==> src/rtl/pts_pkg.sv <==
package pts_pkg;

  typedef enum logic [2:0] {
    ST_IDLE,
    ST_FETCH,
    ST_WAIT,
    ST_SEND_HI,
    ST_SEND_LO,
    ST_FINISH
  } streamState_t;

  // Strobes from control to datapath
  typedef struct packed {
    logic loadAddr;
    logic advance;
    logic capture;
    logic selLow;
  } ctrlStrobe_t;

endpackage

==> src/rtl/pts_ctrl.sv <==
module pts_ctrl
  import pts_pkg::*;
(
  input  logic        clk,
  input  logic        rstN,
  input  logic        startValid,
  input  logic        outReady,
  input  logic        loIsZero,
  output ctrlStrobe_t strb,
  output logic        memRdEn,
  output logic        outValid,
  output logic        done
);

  streamState_t state, stateNext;

  always_ff @(posedge clk) begin
    if (!rstN) state <= ST_IDLE;
    else       state <= stateNext;
  end

  always_comb begin
    stateNext = state;
    strb      = '0;
    memRdEn   = 1'b0;
    outValid  = 1'b0;
    done      = 1'b0;
    unique case (state)
      ST_IDLE: begin
        if (startValid) begin
          strb.loadAddr = 1'b1;
          stateNext     = ST_FETCH;
        end
      end
      ST_FETCH: begin
        memRdEn   = 1'b1;
        stateNext = ST_WAIT;
      end
      ST_WAIT: begin
        strb.capture = 1'b1;
        stateNext    = ST_SEND_HI;
      end
      ST_SEND_HI: begin
        outValid = 1'b1;
        if (outReady) stateNext = loIsZero ? ST_FINISH : ST_SEND_LO;
      end
      ST_SEND_LO: begin
        outValid    = 1'b1;
        strb.selLow = 1'b1;
        if (outReady) begin
          strb.advance = 1'b1;
          stateNext    = ST_FETCH;
        end
      end
      ST_FINISH: begin
        done      = 1'b1;
        stateNext = ST_IDLE;
      end
      default: stateNext = ST_IDLE;
    endcase
  end


  done_pulse_chk: assert property (@(posedge clk) disable iff (!rstN)
    done |=> !done);


  done_excl_chk: assert property (@(posedge clk) disable iff (!rstN)
    !(done && outValid));


  read_latency_chk: assert property (@(posedge clk) disable iff (!rstN)
    memRdEn |=> !memRdEn ##1 outValid);


  busy_ignore_chk: assert property (@(posedge clk) disable iff (!rstN)
    (outValid && startValid && !(outReady && strb.selLow)) |=> !memRdEn);

endmodule

==> src/rtl/pts_datapath.sv <==
module pts_datapath
  import pts_pkg::*;
#(
  parameter int CHAR_W = 7,
  parameter int OUT_W  = 8,
  parameter int LO_W   = 8,
  parameter int PAGE_W = 3,
  parameter logic [PAGE_W-1:0] PAGE = '1,
  localparam int WORD_W = 2 * CHAR_W
) (
  input  logic                 clk,
  input  logic                 rstN,
  input  ctrlStrobe_t          strb,
  input  logic [LO_W-1:0]      startAddr,
  input  logic [WORD_W-1:0]    memRdData,
  output logic [PAGE_W+LO_W-1:0] memAddr,
  output logic [OUT_W-1:0]     outByte,
  output logic                 loIsZero
);

  logic [LO_W-1:0]   addrLo;
  logic [WORD_W-1:0] wordQ;
  logic [CHAR_W-1:0] hiChar, loChar, selChar;

  always_ff @(posedge clk) begin
    if (!rstN) begin
      addrLo <= '0;
      wordQ  <= '0;
    end else begin
      if (strb.loadAddr)     addrLo <= startAddr;
      else if (strb.advance) addrLo <= addrLo + 1'b1;
      if (strb.capture)      wordQ  <= memRdData;
    end
  end

  assign hiChar   = wordQ[WORD_W-1:CHAR_W];
  assign loChar   = wordQ[CHAR_W-1:0];
  assign selChar  = strb.selLow ? loChar : hiChar;
  assign loIsZero = (loChar == '0);
  assign memAddr  = {PAGE, addrLo};
  assign outByte  = {{(OUT_W-CHAR_W){1'b0}}, selChar};


  addr_step_chk: assert property (@(posedge clk) disable iff (!rstN)
    strb.advance |=> addrLo == $past(addrLo) + 1'b1);

endmodule

==> src/rtl/packed_text_streamer.sv <==
module packed_text_streamer
  import pts_pkg::*;
#(
  parameter int CHAR_W = 7,
  parameter int OUT_W  = 8,
  parameter int LO_W   = 8,
  parameter int PAGE_W = 3,
  parameter logic [PAGE_W-1:0] PAGE = 3'h7,
  localparam int WORD_W = 2 * CHAR_W,
  localparam int MEM_AW = PAGE_W + LO_W
) (
  input  logic              clk,
  input  logic              rstN,
  input  logic              startValid,
  input  logic [LO_W-1:0]   startAddr,
  output logic              memRdEn,
  output logic [MEM_AW-1:0] memAddr,
  input  logic [WORD_W-1:0] memRdData,
  output logic              outValid,
  output logic [OUT_W-1:0]  outByte,
  input  logic              outReady,
  output logic              done
);

  ctrlStrobe_t strb;
  logic        loIsZero;

  pts_ctrl i_ctrl (
    .clk       (clk),
    .rstN      (rstN),
    .startValid(startValid),
    .outReady  (outReady),
    .loIsZero  (loIsZero),
    .strb      (strb),
    .memRdEn   (memRdEn),
    .outValid  (outValid),
    .done      (done)
  );

  pts_datapath #(
    .CHAR_W(CHAR_W),
    .OUT_W (OUT_W),
    .LO_W  (LO_W),
    .PAGE_W(PAGE_W),
    .PAGE  (PAGE)
  ) i_dp (
    .clk      (clk),
    .rstN     (rstN),
    .strb     (strb),
    .startAddr(startAddr),
    .memRdData(memRdData),
    .memAddr  (memAddr),
    .outByte  (outByte),
    .loIsZero (loIsZero)
  );


  hold_chk: assert property (@(posedge clk) disable iff (!rstN)
    (outValid && !outReady) |=> (outValid && $stable(outByte)));

endmodule

==> config.mk <==
export PLATFORM = sky130hd
export DESIGN_NAME = packed_text_streamer
export DESIGN_NICKNAME = d
export VERILOG_FILES = /design/src/rtl/pts_pkg.sv /design/src/rtl/pts_ctrl.sv /design/src/rtl/pts_datapath.sv /design/src/rtl/packed_text_streamer.sv
export SDC_FILE = /design/constraint.sdc
export NUM_CORES = 1
export LEC_CHECK = 0
export BUFFER_PORTS_ARGS = -buffer_cell sky130_fd_sc_hd__buf_2
export CAP_MARGIN = 20
export CORE_ASPECT_RATIO = 1.4
export CORE_MARGIN = 2
export CORE_UTILIZATION = 48
export CTS_CLUSTER_SIZE = 24
export DETAILED_ROUTE_END_ITERATION = 10
export PLACE_DENSITY = 0.8
export SLEW_MARGIN = 20
export SYNTH_ARGS = -nofsm -noshare
export SYNTH_HDL_FRONTEND = slang
export SYNTH_SLANG_ARGS = --single-unit
==> constraint.sdc <==
create_clock -name clk -period 1.8 [get_ports clk]
set_input_delay 0 -clock clk [delete_from_list [all_inputs] [get_ports clk]]
set_output_delay 0 -clock clk [all_outputs]
set_load 0.1 [all_outputs]
* Word-level counts from Yosys, hierarchy flattened *
Index checks and enable logic that the tools add are counted.

storage, ports and cells
  logic and storage cells = 34
  output and inout bits = 22
  bits in registers = 25

operators by class
  reduce and logical (&&, ||, !) cells = 5
  multiplexer cells = 17
  equal/unequal tests = 8
  add/subtract/negate cells = 1

operator list
  operator                                              number
  two-way mux 8 bit                                     2
  case mux 3 bit (5 select lines)                       1
  two-way mux 1 bit                                     10
  two-way mux 3 bit                                     3
  adder 8 x 1 -> 8 bit (second input constant)          1
  zero test 7 bit                                       1
  two-way mux 7 bit                                     1
  equality test 3 x 2 -> 1 bit (second input constant)  2
  equality test 3 bit (second input constant)           2
  != test 2 bit (second input constant)                 3
  equality test 3 x 1 -> 1 bit (second input constant)  1
  zero test 3 bit                                       1
  AND reduction 3 bit                                   1
  nonzero test 2 bit                                    1
  OR reduction 2 bit                                    1

* Longest topological paths before layout *
Gate-level depths: netlist (run 1).

  depth in word-level cells = 4
  depth in mapped cells = 6
  depth with buffers taken out = 5

* Modules after synthesis *
From an unflattened synthesis (run 1), not the netlist that was laid out.

second synthesis, totals
  cells, all modules = 142
  area total of the unflattened synthesis = 1322.5 um2

modules (own cells, without submodules)
  module        area each (um2)  cells each  instances  seq. area each (um2)
  pts_datapath  1098.6           114         1          440.4
  pts_ctrl      224.0            28          1          60.1

* Worst setup path after synthesis (run 1) *
OpenSTA, ideal clock, no wires.

  path type = reg-to-output
  start = reg i_ctrl.state[0]
  end = out memRdEn
  arrival = 2737 ps
  path buffers = 1
  setup slack = -937 ps
  cell stages (with the launch flop) = 3
  path through = dfxtp_1 > buf_2 > nor3b_1

between the ends
  longest elaborated chain between the ends = 2

RTL lines
  item                          line                        source
  start, declared               pts_ctrl.sv:15              streamState_t state, stateNext;
  start signal, assigned        pts_ctrl.sv:19              else state <= stateNext;
  equality test 3 x 1 -> 1 bit  pts_ctrl.sv:28              unique case (state)
  two-way mux 1 bit             pts_ctrl.sv:28
  end, declared                 packed_text_streamer.sv:16  output logic memRdEn,

Every way passes these cells.

* Worst setup path after layout (run 1) *
  start = reg i_ctrl.state[0]
  end = out outValid

between the ends
  longest elaborated chain between the ends = 3

RTL lines
  item                                                                 line                        source
  equality test 3 x 2 -> 1 bit or equality test 3 bit (tied branches)  pts_ctrl.sv:28
  OR reduction 2 bit (no source line) (*)                              --
  two-way mux 1 bit (*)                                                pts_ctrl.sv:28
  end, declared                                                        packed_text_streamer.sv:19  output logic outValid,

Every way passes the cells marked *; elsewhere a longest branch is shown, timed or not.

==> summary.md, run 1 <==
| Metric | Value |
|---|---|
| Status | `finished, final reports clean` |
| PortBufs | `43` |
| Crit Path Max Fanout | `12` |
| Library cells used by synthesis | `39` |
| Post-synthesis compound-gate area fraction | `0.2096` |
| Dpl cells | `242` |
| Area Overhead vs Synth | `44.31%` |
| DR pass1 iterations | `4` |
| H-tree depth reported by CTS | `1` |
| Final instance area | `0.001887 mm2` |
| Share of cells above drive strength 1 | `0.2511` |
| Hold crit path type | `in -> reg` |
| Total Wirelength | `3281 um` |
| Largest family of logic cells by synthesized area | `simple AND/OR/NAND/NOR gates` |
| Leak Pwr | `0.8098 nW` |
| Full die area | `0.003163 mm2` |
| Filler cells | `219` |
| Die Y | `65.76 um` |
| 1st-iter DRT viols | `12` |
| Number of synthesized flops with an enable pin | `0` |
| Worst EP required | `1.80 ns` |
| First-pass GRT wire length | `5375 um` |
| # DRC | `0` |
| Dpl cell area | `0.001647 mm2` |
| Max clock buf depth | `2` |
| WHS Endpoint | `i_ctrl.state[0]$_SDFFE_PN0P_` |
| Initial antenna violation count | `0` |
| Layout Nets | `259` |
| Crit. End Element | `primary output` |
| RR Startpoint | `i_ctrl.state[0]$_SDFFE_PN0P_` |
| Cell Pwr Density | `819.2 mW/mm2` |
| Gp weighted congestion | `0.7626` |
| Simple-Gate Fraction of Synth Area | `0.2976` |
| Area share of fa/ha/maj cells after synthesis | `0.009569` |
| Total GRT Usage | `0.2334` |
| Cell breakdown of the critical path | `nor2_1 > nand2_1 > o21ai_2 > buf_4` |
| WHS Path Cells | `3` |
| Synth Cell Area | `0.001308 mm2` |
| CTS Buf Count | `3` |
| CTS Sinks | `25` |
| CTS tree | `built` |
| Fin crit share | `0.9257` |
| Vias/cell | `5.090` |
| CP bufs+invs | `1` |
| Routed WL per cell | `12.29 um` |
| WS Path Type | `reg -> out` |
| Sequential share of the synthesized area | `0.3828` |
| FF-to-FF End | `i_dp.addrLo[5]$_SDFFE_PN0P_` |
| CP max stage cell | `dfxtp_2` |
| Cells after Synth | `171` |
| Slowest stage delay, CP | `0.40 ns` |
| Clock latency on the worst-skew pair | `0.32 ns` |
| FF+latch area | `504.2 um2` |
| Via count | `1359` |
| Ant. Diodes | `0` |
| Clock Pin Slew Worst Setup and Hold Paths | `0.13 ns` |
| WP data arrival | `1.67 ns` |
| Die width | `48.11 um` |
| Post-DP HPWL | `2232 um` |
| Root Buffer | `clkbuf_4` |
| Setup Viol. Count Final | `0` |
| Max Freq | `600.1 MHz` |
| HP Start | `outReady` |
| R2R cell count | `4` |
| Final hold viol count | `0` |
| Max-Cap Viols | `0` |
| Post-CTS Setup Inserts | `0` |
| IO Pins | `48` |
| Setup slack, reg-to-reg | `0.24 ns` |
| Max VDD drop | `0.6676 mV` |
| Startpoint types | `flop` |
| Yosys reg bits | `25` |
| Top_reg_cell synth | `dfxtp_1` |
| Remaining Overflow, GRT | `0` |
| Row Count | `22` |
| Slew Viols, Final | `0` |
| Area of the multi-input gates | `755.7 um2` |
| Antenna Nets Post-Route | `0` |
| Clk_skew | `0.006664 ns` |
| Area of the core | `0.002615 mm2` |
| Multiplexer share of the synthesized area | `0.01627` |
| Minimum clock period | `1.666 ns` |
| Vias in the first global route | `1359` |
| Largest net degree at the start of global routing | `27` |
| Post-Layout Cell Count | `267` |
| Cell family with most CP delay | `simple AND/OR/NAND/NOR gates` |
| Average size of a mapped cell | `7.646 um2` |
| Synth Warn # | `0` |
| Starting density of the core | `0.5000` |
| Asr flop ratio synth | `0` |
| Worst Tran Pin Value | `0.5008 ns` |
| Xor/xnor share of the synthesized area | `0.02679` |
| Rel. slew slack | `0.6661` |
[routing by layer]
metal  global-route usage  wire (um)  vias to the layer above  part of all wire
met4               0.1081         87                        0             0.027
met5                    0          0                        -                 0
met1               0.2241       1309                      613              0.40
li1                     -          -                      697                 -
met3              0.03846        107                       10             0.033
met2               0.4400       1776                       39              0.54
[layout make-up]
class                      count  share of cell area
multi-input combinational    135              0.4005
clock buffer                   4             0.01393
timing repair buffer          67              0.2944
tap                           36             0.02387
sequential                    25              0.2672
[through the flow]
| stage | utilization | power, mW | hold WS [ns] | setup slack (ns) | setup TNS (ns) |
|---|---|---|---|---|---|
| floorplan | - | 1.126 | 0.1324 | 0.02784 | 0 |
| CTS | 0.7211 | 1.550 | 0.04661 | 0.06102 | 0 |
| detailed placement | 0.6297 | 1.266 | 0.2478 | 0.2136 | 0 |
| finish | 0.7215 | 1.546 | 0.04044 | 0.1337 | 0 |
| global placement | 0.6297 | 1.260 | 0.2429 | 0.2454 | 0 |
| global route | 0.7215 | 1.619 | 0.06713 | -0.002093 | -0.002093 |
[flip-flops by register name, summed over array words and instances, names as in the netlist]
signal	cells
i_dp.addrLo	8
i_dp.wordQ	14
i_ctrl.state	3
[power breakdown]
group,total (mW),internal (mW),switching (mW),leakage [nW]
registers,0.656,0.603,0.0527,0.205
clock network,0.252,0.0867,0.166,0.0150
logic,0.637,0.196,0.441,0.589
[logic make-up (layout without fill, tap and decap cells)]
group,after synthesis,after routing
AO/OA/AOI/OAI,40,40
buffers and inverters,13,71
multiplexers,2,2
XOR/XNOR,4,4
adder cells (fa/ha/maj),1,1
AND/OR/NAND/NOR,84,84
flip-flops,25,25
other,2,4
[worst reg2reg max path, cell delays in order (launching register included)]
cell     delay (ns)
dfxtp_2        0.40
or4b_1         0.71
nor2_1         0.16
o21ai_1        0.09
o311a_1        0.12
[synthesized netlist by cell type (2+ instances only)]
master | count | share of area
a21boi_1 | 14 | 0.080
nand2_1 | 59 | 0.17
a31oi_1 | 2 | 0.0096
a21oi_1 | 6 | 0.023
and2_1 | 4 | 0.019
nand3_1 | 3 | 0.011
xor2_1 | 3 | 0.020
o211ai_1 | 2 | 0.011
o21ai_1 | 8 | 0.031
dfxtp_1 | 25 | 0.38
clkbuf_1 | 5 | 0.014
and3_1 | 2 | 0.0096
buf_4 | 4 | 0.023
buf_2 | 3 | 0.011
conb_1 | 2 | 0.0057
nor2_1 | 6 | 0.017
[repair_timing]
| action | in CTS | in global routing |
|---|---|---|
| hold buffers | 21 | 0 |
| endpoints found under the setup margin | 1 | 8 |
| resized for setup | 1 | 1 |
| hold endpoints to repair | 21 | 0 |
[layout by cell type (no fill, tap or decap), types with 2 or more instances in the layout]
cell,synthesis,final
dfxtp_2,0,3
and2_1,4,4
nand3_1,3,3
buf_4,4,4
buf_12,0,7
buf_2,3,35
a31oi_1,2,2
a21oi_1,6,6
conb_1,2,4
nand2_1,59,59
o21ai_1,8,8
nor2_1,6,6
o211ai_1,2,2
clkbuf_4,0,3
dfxtp_1,25,22
xor2_1,3,3
dlygate4sd3_1,0,21
and3_1,2,2
a21boi_1,14,14
[worst max path at each step]
stage | startpoint | endpoint | slack (ns) | cells past startpoint
final | i_ctrl.state[0]$_SDFFE_PN0P_ | outValid | 0.13 | 4
after global routing | i_ctrl.state[0]$_SDFFE_PN0P_ | outByte[6] | -0.002 | 5
after CTS | i_ctrl.state[0]$_SDFFE_PN0P_ | outByte[1] | 0.06 | 5
after floorplan | i_dp.addrLo[3]$_SDFFE_PN0P_ | i_dp.addrLo[6]$_SDFFE_PN0P_ | 0.03 | 4
after detailed placement | i_ctrl.state[0]$_SDFFE_PN0P_ | i_dp.addrLo[5]$_SDFFE_PN0P_ | 0.21 | 4
after global placement | i_ctrl.state[0]$_SDFFE_PN0P_ | i_dp.addrLo[5]$_SDFFE_PN0P_ | 0.25 | 4
No activity file was read; power rests on OpenSTA's default activity.
==> run 2, diff against run 1 <==
Settings changed: ABC_AREA set to 1, CORE_UTILIZATION 48 to 49.
==> run 2 against run 1 <==
Net effect: wire length shrank 9.9%; non-clock buffer count shrank 23; sequential share of layout area grew 3.4 points; die area grew 5.4%; global-route usage shrank 4.2 points; final cell count grew 5.6%; count of clock-buffer cells in the layout is the same.
==> summary.md, run 2 <==
| Metric | Value |
|---|---|
| Status | `finished, final reports clean` |
| Post-layout util | `0.5927 (-0.1288)` |
| Startpoint types | `flop` |
| WS Path Type | `reg -> out` |
| Synth top cells by count | `nand2_1, inv_1, o21ai_0` |
| Max-Cap Viols | `0 (unchanged)` |
| Clock Pin Slew Worst Setup and Hold Paths | `0.08 ns (-0.05 ns)` |
| Post-DP HPWL | `2293 um (+2.7%)` |
| Crit. End Element | `primary output` |
| Top_reg_cell synth | `dfxtp_1` |
| Cell breakdown of the critical path | `nor2_4 > nand2_2 > o21ai_1 > buf_2` |
| Initial antenna violation count | `0 (unchanged)` |
| Die width | `49.38 um (+2.6%)` |
| 1st-iter DRT viols | `36 (+24)` |
| Remaining Overflow, GRT | `0 (unchanged)` |
| Routed WL per cell | `10.48 um (-15%)` |
| Cell Pwr Density | `1838 mW/mm2 (+120%)` |
| Slowest stage delay, CP | `0.44 ns (+0.04 ns)` |
| Max Freq | `585.7 MHz (-2.4%)` |
| Top Registers | `i_dp.wordQ (14), i_dp.addrLo (8), i_ctrl.state (3)` |
| Cell family with most CP delay | `simple AND/OR/NAND/NOR gates` |
| PortBufs | `43 (unchanged)` |
| Vias in the first global route | `1280 (-5.8%)` |
| Max clock buf depth | `2 (unchanged)` |
| Commonest non-fill, non-tap cell in the layout | `nand2_1` |
| Average size of a mapped cell | `6.857 um2 (-10%)` |
| Hold crit path type | `in -> reg` |
| Number of synthesized flops with an enable pin | `0 (unchanged)` |
| First-pass GRT wire length | `5023 um (-6.5%)` |
| CTS Buf Count | `3 (unchanged)` |
| Dpl cells | `278 (+15%)` |
| Commonest cells after routing, fill and taps aside | `nand2_1, buf_2, inv_1` |
| Top cell type's share of synthesized area | `0.3543 (-0.02848)` |
| Starting density of the core | `0.5009 (+0.0008873)` |
| Final hold viol count | `0 (unchanged)` |
| Area of the core | `0.002820 mm2 (+7.8%)` |
| Cells after Synth | `206 (+20%)` |
| Post-Layout Cell Count | `282 (+5.6%)` |
| Leak Pwr | `0.7706 nW (-4.8%)` |
| Antenna Nets Post-Route | `0 (unchanged)` |
| H-tree depth reported by CTS | `1 (unchanged)` |
| Minimum clock period | `1.707 ns (+0.04121 ns)` |
| Max VDD drop | `1.289 mV (+93%)` |
| Yosys top cell by area | `dfxtp_1` |
| Slew Viols, Final | `0 (unchanged)` |
| Crit Path Max Fanout | `16 (+4)` |
| Synth Warn # | `0 (unchanged)` |
| Most flops, register | `i_dp.wordQ` |
| CTS tree | `built` |
| CTS Sinks | `25 (unchanged)` |
| Fin crit share | `0.9486 (+0.02290)` |
| Share of cells above drive strength 1 | `0.2612 (+0.01014)` |
| Yosys reg bits | `25 (unchanged)` |
| Final instance area | `0.001672 mm2 (-11%)` |
| # DRC | `0 (unchanged)` |
| Sequential share of the synthesized area | `0.3543 (-0.02848)` |
| Vias/cell | `4.865 (-4.4%)` |
| Gp weighted congestion | `0.7819 (+2.5%)` |
| Via count | `1372 (+0.96%)` |
| CP max stage cell | `buf_2` |
| Largest net degree at the start of global routing | `29 (+7.4%)` |
| WP data arrival | `1.71 ns (+0.04 ns)` |
| Row Count | `23 (+4.5%)` |
| Worst hold margin | `0.01264 ns (-0.02779 ns)` |
| Largest cells by area after synthesis | `dfxtp_1, o21ai_0, nand2_1` |
| Asr flop ratio synth | `0 (unchanged)` |
| Total Wirelength | `2955 um (-9.9%)` |
| Root Buffer | `clkbuf_8` |
| Area Overhead vs Synth | `18.33%` |
| Total GRT Usage | `0.1914 (-0.04195)` |
| CP bufs+invs | `1 (unchanged)` |
| Die Y | `67.53 um (+2.7%)` |
| Clock latency on the worst-skew pair | `0.26 ns (-0.06 ns)` |
| Ant. Diodes | `0 (unchanged)` |
| Count leader, synth | `nand2_1` |
| Library cells used by synthesis | `28 (-28%)` |
| Dpl cell area | `0.001609 mm2 (-2.3%)` |
| DR pass1 iterations | `4 (unchanged)` |
| RSZ-0062 raised after global routing | `false` |
| Full die area | `0.003335 mm2 (+5.4%)` |
| Synth Cell Area | `0.001413 mm2 (+8.0%)` |
| Max reg flops | `14 (unchanged)` |
| Layout Nets | `273 (+5.4%)` |
| Clk_skew | `0.001038 ns (-0.005626 ns)` |
| Hold_buf cts | `0 (-100%)` |
| Setup Viol. Count Final | `0 (unchanged)` |
| IO Pins | `48 (unchanged)` |
| Worst EP required | `1.80 ns (about the same)` |
## run 2: metrics by stage
step	setup TNS, ns	total power, mW	setup slack [ns]
6_report	0	3.073	0.09252
5_1_grt	0	3.285	0.001544
4_1_cts	0	3.070	0.04569
3_5_place_dp	0	2.749	0.3482
3_3_place_gp	0	2.725	0.3838
2_1_floorplan	-3.084	2.507	-0.4145
## run 2: where the power goes
part | internal (mW) | leakage (nW) | switching [mW]
clock | 0.158 | 0.0228 | 0.160
sequential | 0.739 | 0.206 | 0.138
combinational | 0.411 | 0.542 | 1.47
total | 1.31 | 0.771 | 1.76
## run 2: worst min-delay path: cells and delay by family
kind	cells	cell delay, ns
AOI/OAI and AO/OA	2	0.17
buffers and inverters	1	0.07
## run 2: cells by family (layout without fill, tap and decap cells)
family | Yosys count | in the layout | share of synthesized area
adder cells (fa/ha/maj) | 1 | 1 | 0.008856
AND/OR/NAND/NOR | 78 | 78 | 0.2657
flip-flops | 25 | 25 | 0.3543
other | 2 | 4 | 0.005316
XOR/XNOR | 1 | 1 | 0.006201
AO/OA/AOI/OAI | 55 | 55 | 0.2117
buffers and inverters | 44 | 81 | 0.1479
## run 2: final cells by class
| cell class | instances | area (um2) |
|---|---|---|
| inverter | 33 | 123.9 |
| sequential | 25 | 503.0 |
| fill | 305 | 1149 |
| timing repair buffer | 44 | 240.2 |
| tap | 37 | 46.29 |
| clock buffer | 4 | 45.04 |
| multi-input combinational | 139 | 713.2 |
## run 2: path summary, 6_finish.rpt
check / start / to / slack, ns / cells after the start
setup / recovery: i_ctrl.state[0]$_SDFFE_PN0P_ / outByte[2] / 0.09 / 4
hold / removal: memRdData[6] / i_dp.wordQ[6]$_SDFFE_PN0N_ / 0.01 / 3
setup reg to reg: i_ctrl.state[0]$_SDFFE_PN0P_ / i_ctrl.state[0]$_SDFFE_PN0P_ / 0.41 / 8
hold reg to reg: i_dp.wordQ[13]$_SDFFE_PN0N_ / i_dp.wordQ[13]$_SDFFE_PN0N_ / 0.45 / 2
## run 2: what timing repair did
| action | 4_1_cts | 5_1_grt |
|---|---|---|
| buffers inserted | 0 | 0 |
| gates resized for setup | 0 | 7 |
| endpoints found under the setup margin | 0 | 7 |
## run 2: per-layer routing
metal	wire, um	vias up	GRT usage	part of all wire
li1	-	729	-	-
met1	1207	606	0.1975	0.41
met2	1622	35	0.3919	0.55
met3	110	2	0.02212	0.037
met4	14	0	0.06944	0.0047
met5	0	-	0	0
==> run 3, diff against run 2 <==
Clock period 1.8 ns to 1.6 ns, I/O delays scaled along.
==> run 3 against run 2 <==
Net effect: count of clock-buffer cells in the layout decreased by 1; register-to-register slack got worse by 0.14 ns; first-iteration DRC count decreased by 22%; via count down 0.36%; worst setup slack improved by 0.022 ns; final area is 11% higher; clock skew barely moved; critical path depth up 2; largest cell class unchanged; largest power group unchanged; highest routed layer unchanged.
==> summary.md, run 3 (synthesis gave the netlist of run 2 again) <==
| Metric | Value |
|---|---|
| Status | `finished, final reports clean` |
| Clock Pin Slew Worst Setup and Hold Paths | `0.08 ns (about the same)` |
| Die width | `49.38 um (unchanged)` |
| Clk_skew | `0.0009557 ns (-0.00008202 ns)` |
| Gp weighted congestion | `0.7629 (-2.4%)` |
| WP data arrival | `1.49 ns (-0.22 ns)` |
| Tot Pwr | `3.829 mW (+25%)` |
| Setup slack, reg-to-reg | `0.27 ns (-0.14 ns)` |
| Max-Cap Viols | `0 (unchanged)` |
| Top Registers | `i_dp.wordQ (14), i_dp.addrLo (8), i_ctrl.state (3)` |
| CTS Buf Count | `3 (unchanged)` |
| Startpoint types | `flop` |
| Root Buffer | `clkbuf_8` |
| Critical Path Start | `i_ctrl.state[1]$_SDFFE_PN0P_` |
| Vias in the first global route | `1212 (-5.3%)` |
| Final instance area | `0.001862 mm2 (+11%)` |
| Clk network pwr share | `0.096 (-0.007)` |
| Most flops, register | `i_dp.wordQ` |
| FF-to-FF End | `i_dp.addrLo[2]$_SDFFE_PN0P_` |
| Commonest non-fill, non-tap cell in the layout | `nand2_1` |
| Row Count | `23 (unchanged)` |
| Die Y | `67.53 um (unchanged)` |
| Sw Ratio | `0.5497 (-0.02449)` |
| Post-Route Setup TNS | `0 ns (unchanged)` |
| Setup Viol. Count Final | `0 (unchanged)` |
| Post-DP HPWL | `2384 um (+4.0%)` |
| Max clock buf depth | `2 (unchanged)` |
| Dpl cell area | `0.001805 mm2 (+12%)` |
| Fin crit share | `0.9281` |
| Max Freq | `673.4 MHz` |
| Area Overhead vs Synth | `31.80%` |
| Max VDD drop | `1.357 mV (+5.3%)` |
| Hold_buf cts | `0 (unchanged)` |
| Routed WL per cell | `10.98 um (+4.7%)` |
| Sw Pwr | `2.105 mW (+19%)` |
| Critical Path Sink | `outByte[3]` |
| PortBufs | `43 (unchanged)` |
| Post-layout util | `0.6602 (+0.06744)` |
| Cell Pwr Density | `2057 mW/mm2 (+12%)` |
| First-pass GRT wire length | `4947 um (-1.5%)` |
| Max reg flops | `14 (unchanged)` |
| Full die area | `0.003335 mm2 (unchanged)` |
| Internal power | `1.724 mW (+32%)` |
| Via count | `1367 (-0.36%)` |
| RSZ-0062 raised after global routing | `false` |
| Antenna Nets Post-Route | `0 (unchanged)` |
| Crit. End Element | `primary output` |
| RR Startpoint | `i_ctrl.state[1]$_SDFFE_PN0P_` |
| CTS tree | `built` |
| Sequential Power Share | `0.261 (-0.024)` |
| DR pass1 iterations | `4 (unchanged)` |
| Total Wirelength | `3117 um (+5.5%)` |
| Final hold viol count | `0 (unchanged)` |
| Commonest cells after routing, fill and taps aside | `nand2_1, buf_2, inv_1` |
| WS Path Type | `reg -> out` |
| Remaining Overflow, GRT | `0 (unchanged)` |
| Starting density of the core | `0.5009 (unchanged)` |
| Vias/cell | `4.813 (-1.1%)` |
| Minimum clock period | `1.485 ns` |
| CTS Sinks | `25 (unchanged)` |
| 1st-iter DRT viols | `28 (-22%)` |
| Total GRT Usage | `0.1897 (-0.001707)` |
| Leak Pwr | `0.8304 nW (+7.7%)` |
| IO Pins | `48 (unchanged)` |
| FF+latch area | `513.0 um2 (+2.0%)` |
| Slew Viols, Final | `0 (unchanged)` |
| Largest net degree at the start of global routing | `30 (+3.4%)` |
| Filler cells | `272 (-11%)` |
| Initial antenna violation count | `0 (unchanged)` |
| Area of the multi-input gates | `774.5 um2 (+8.6%)` |
| Crit Path Max Fanout | `14 (-2)` |
| # DRC | `0 (unchanged)` |
| Area of the core | `0.002820 mm2 (unchanged)` |
| Gate power share | `0.643 (+0.032)` |
| Ant. Diodes | `0 (unchanged)` |
| H-tree depth reported by CTS | `1 (unchanged)` |
| Worst EP required | `1.60 ns (-0.20 ns)` |
| R2R cell count | `7 (-1)` |
| Hold crit path type | `in -> reg` |
| Share of cells above drive strength 1 | `0.3401 (+0.07886)` |
| Layout Nets | `275 (+0.73%)` |
| Clock latency on the worst-skew pair | `0.26 ns (about the same)` |
[run 3: cell types whose count changed in the layout (fill, tap and decap cells not counted), sizes merged]
cell	change
buf	+9
clkbuf	-8
clkinv	+1
[run 3: worst min path at each step]
stage | start | to | slack (ns) | cells after the start
2_1_floorplan | outReady | i_ctrl.state[2]$_SDFFE_PN0P_ | 0.16 | 2
3_3_place_gp | memRdData[5] | i_dp.wordQ[5]$_SDFFE_PN0N_ | 0.28 | 3
3_5_place_dp | memRdData[2] | i_dp.wordQ[2]$_SDFFE_PN0N_ | 0.28 | 3
5_1_grt | memRdData[6] | i_dp.wordQ[6]$_SDFFE_PN0N_ | 0.03 | 3
4_1_cts | memRdData[1] | i_dp.wordQ[1]$_SDFFE_PN0N_ | 0.008 | 3
6_report | memRdData[2] | i_dp.wordQ[2]$_SDFFE_PN0N_ | 0.005 | 3
[run 3: routing by layer]
metal	vias up	wire, um	GRT usage	part of all wire
met5	-	0	0	0
met4	0	22	0.05208	0.0071
met1	592	1214	0.2008	0.39
met3	2	177	0.02876	0.057
met2	39	1702	0.3851	0.55
li1	734	-	-	-
[run 3: power by group through the flow]
| stage | sequential (mW) | clock (mW) | combinational, mW |
|---|---|---|---|
| floorplan | 1.37 | 0 | 1.55 |
| detailed placement | 1.01 | 0 | 2.44 |
| finish | 1.00 | 0.366 | 2.46 |
| global placement | 0.998 | 0 | 2.42 |
| CTS | 0.995 | 0.374 | 2.47 |
| global route | 1.03 | 0.402 | 2.62 |
[run 3: repair_timing]
action / 4_1_cts / 5_1_grt
setup endpoints to repair: 7 / 7
gates cloned: 0 / 0
buffers inserted: 1 / 0
resized for setup: 0 / 2
pin swaps: 1 / 0
hold endpoints to repair: 0 / 0
[run 3: per-stage QoR]
| stage | std cells | hold slack [ns] | setup slack [ns] |
|---|---|---|---|
| CTS | 284 | 0.008109 | 0.03715 |
| finish | 284 | 0.004696 | 0.1150 |
| detailed placement | 279 | 0.2849 | 0.2649 |
| global route | 284 | 0.02624 | 0.04757 |
| floorplan | 208 | 0.1603 | -0.1567 |
| global placement | 279 | 0.2754 | 0.3047 |
[run 3: area by class of cell]
type	count	area share
clock inverters	1	0.002688
well taps	37	0.02487
flip-flops and latches	25	0.2755
inverters	33	0.06653
clock buffers	3	0.02218
repair buffers	46	0.1922
multi-input cells	139	0.4160
[run 3: worst max-delay path, cell delays in order, from the launching register on]
cell     delay, ns
dfxtp_2       0.39
nor2_4        0.06
nand2_2       0.10
buf_4         0.26
nand2_1       0.13
o21ai_4       0.09
buf_12        0.19
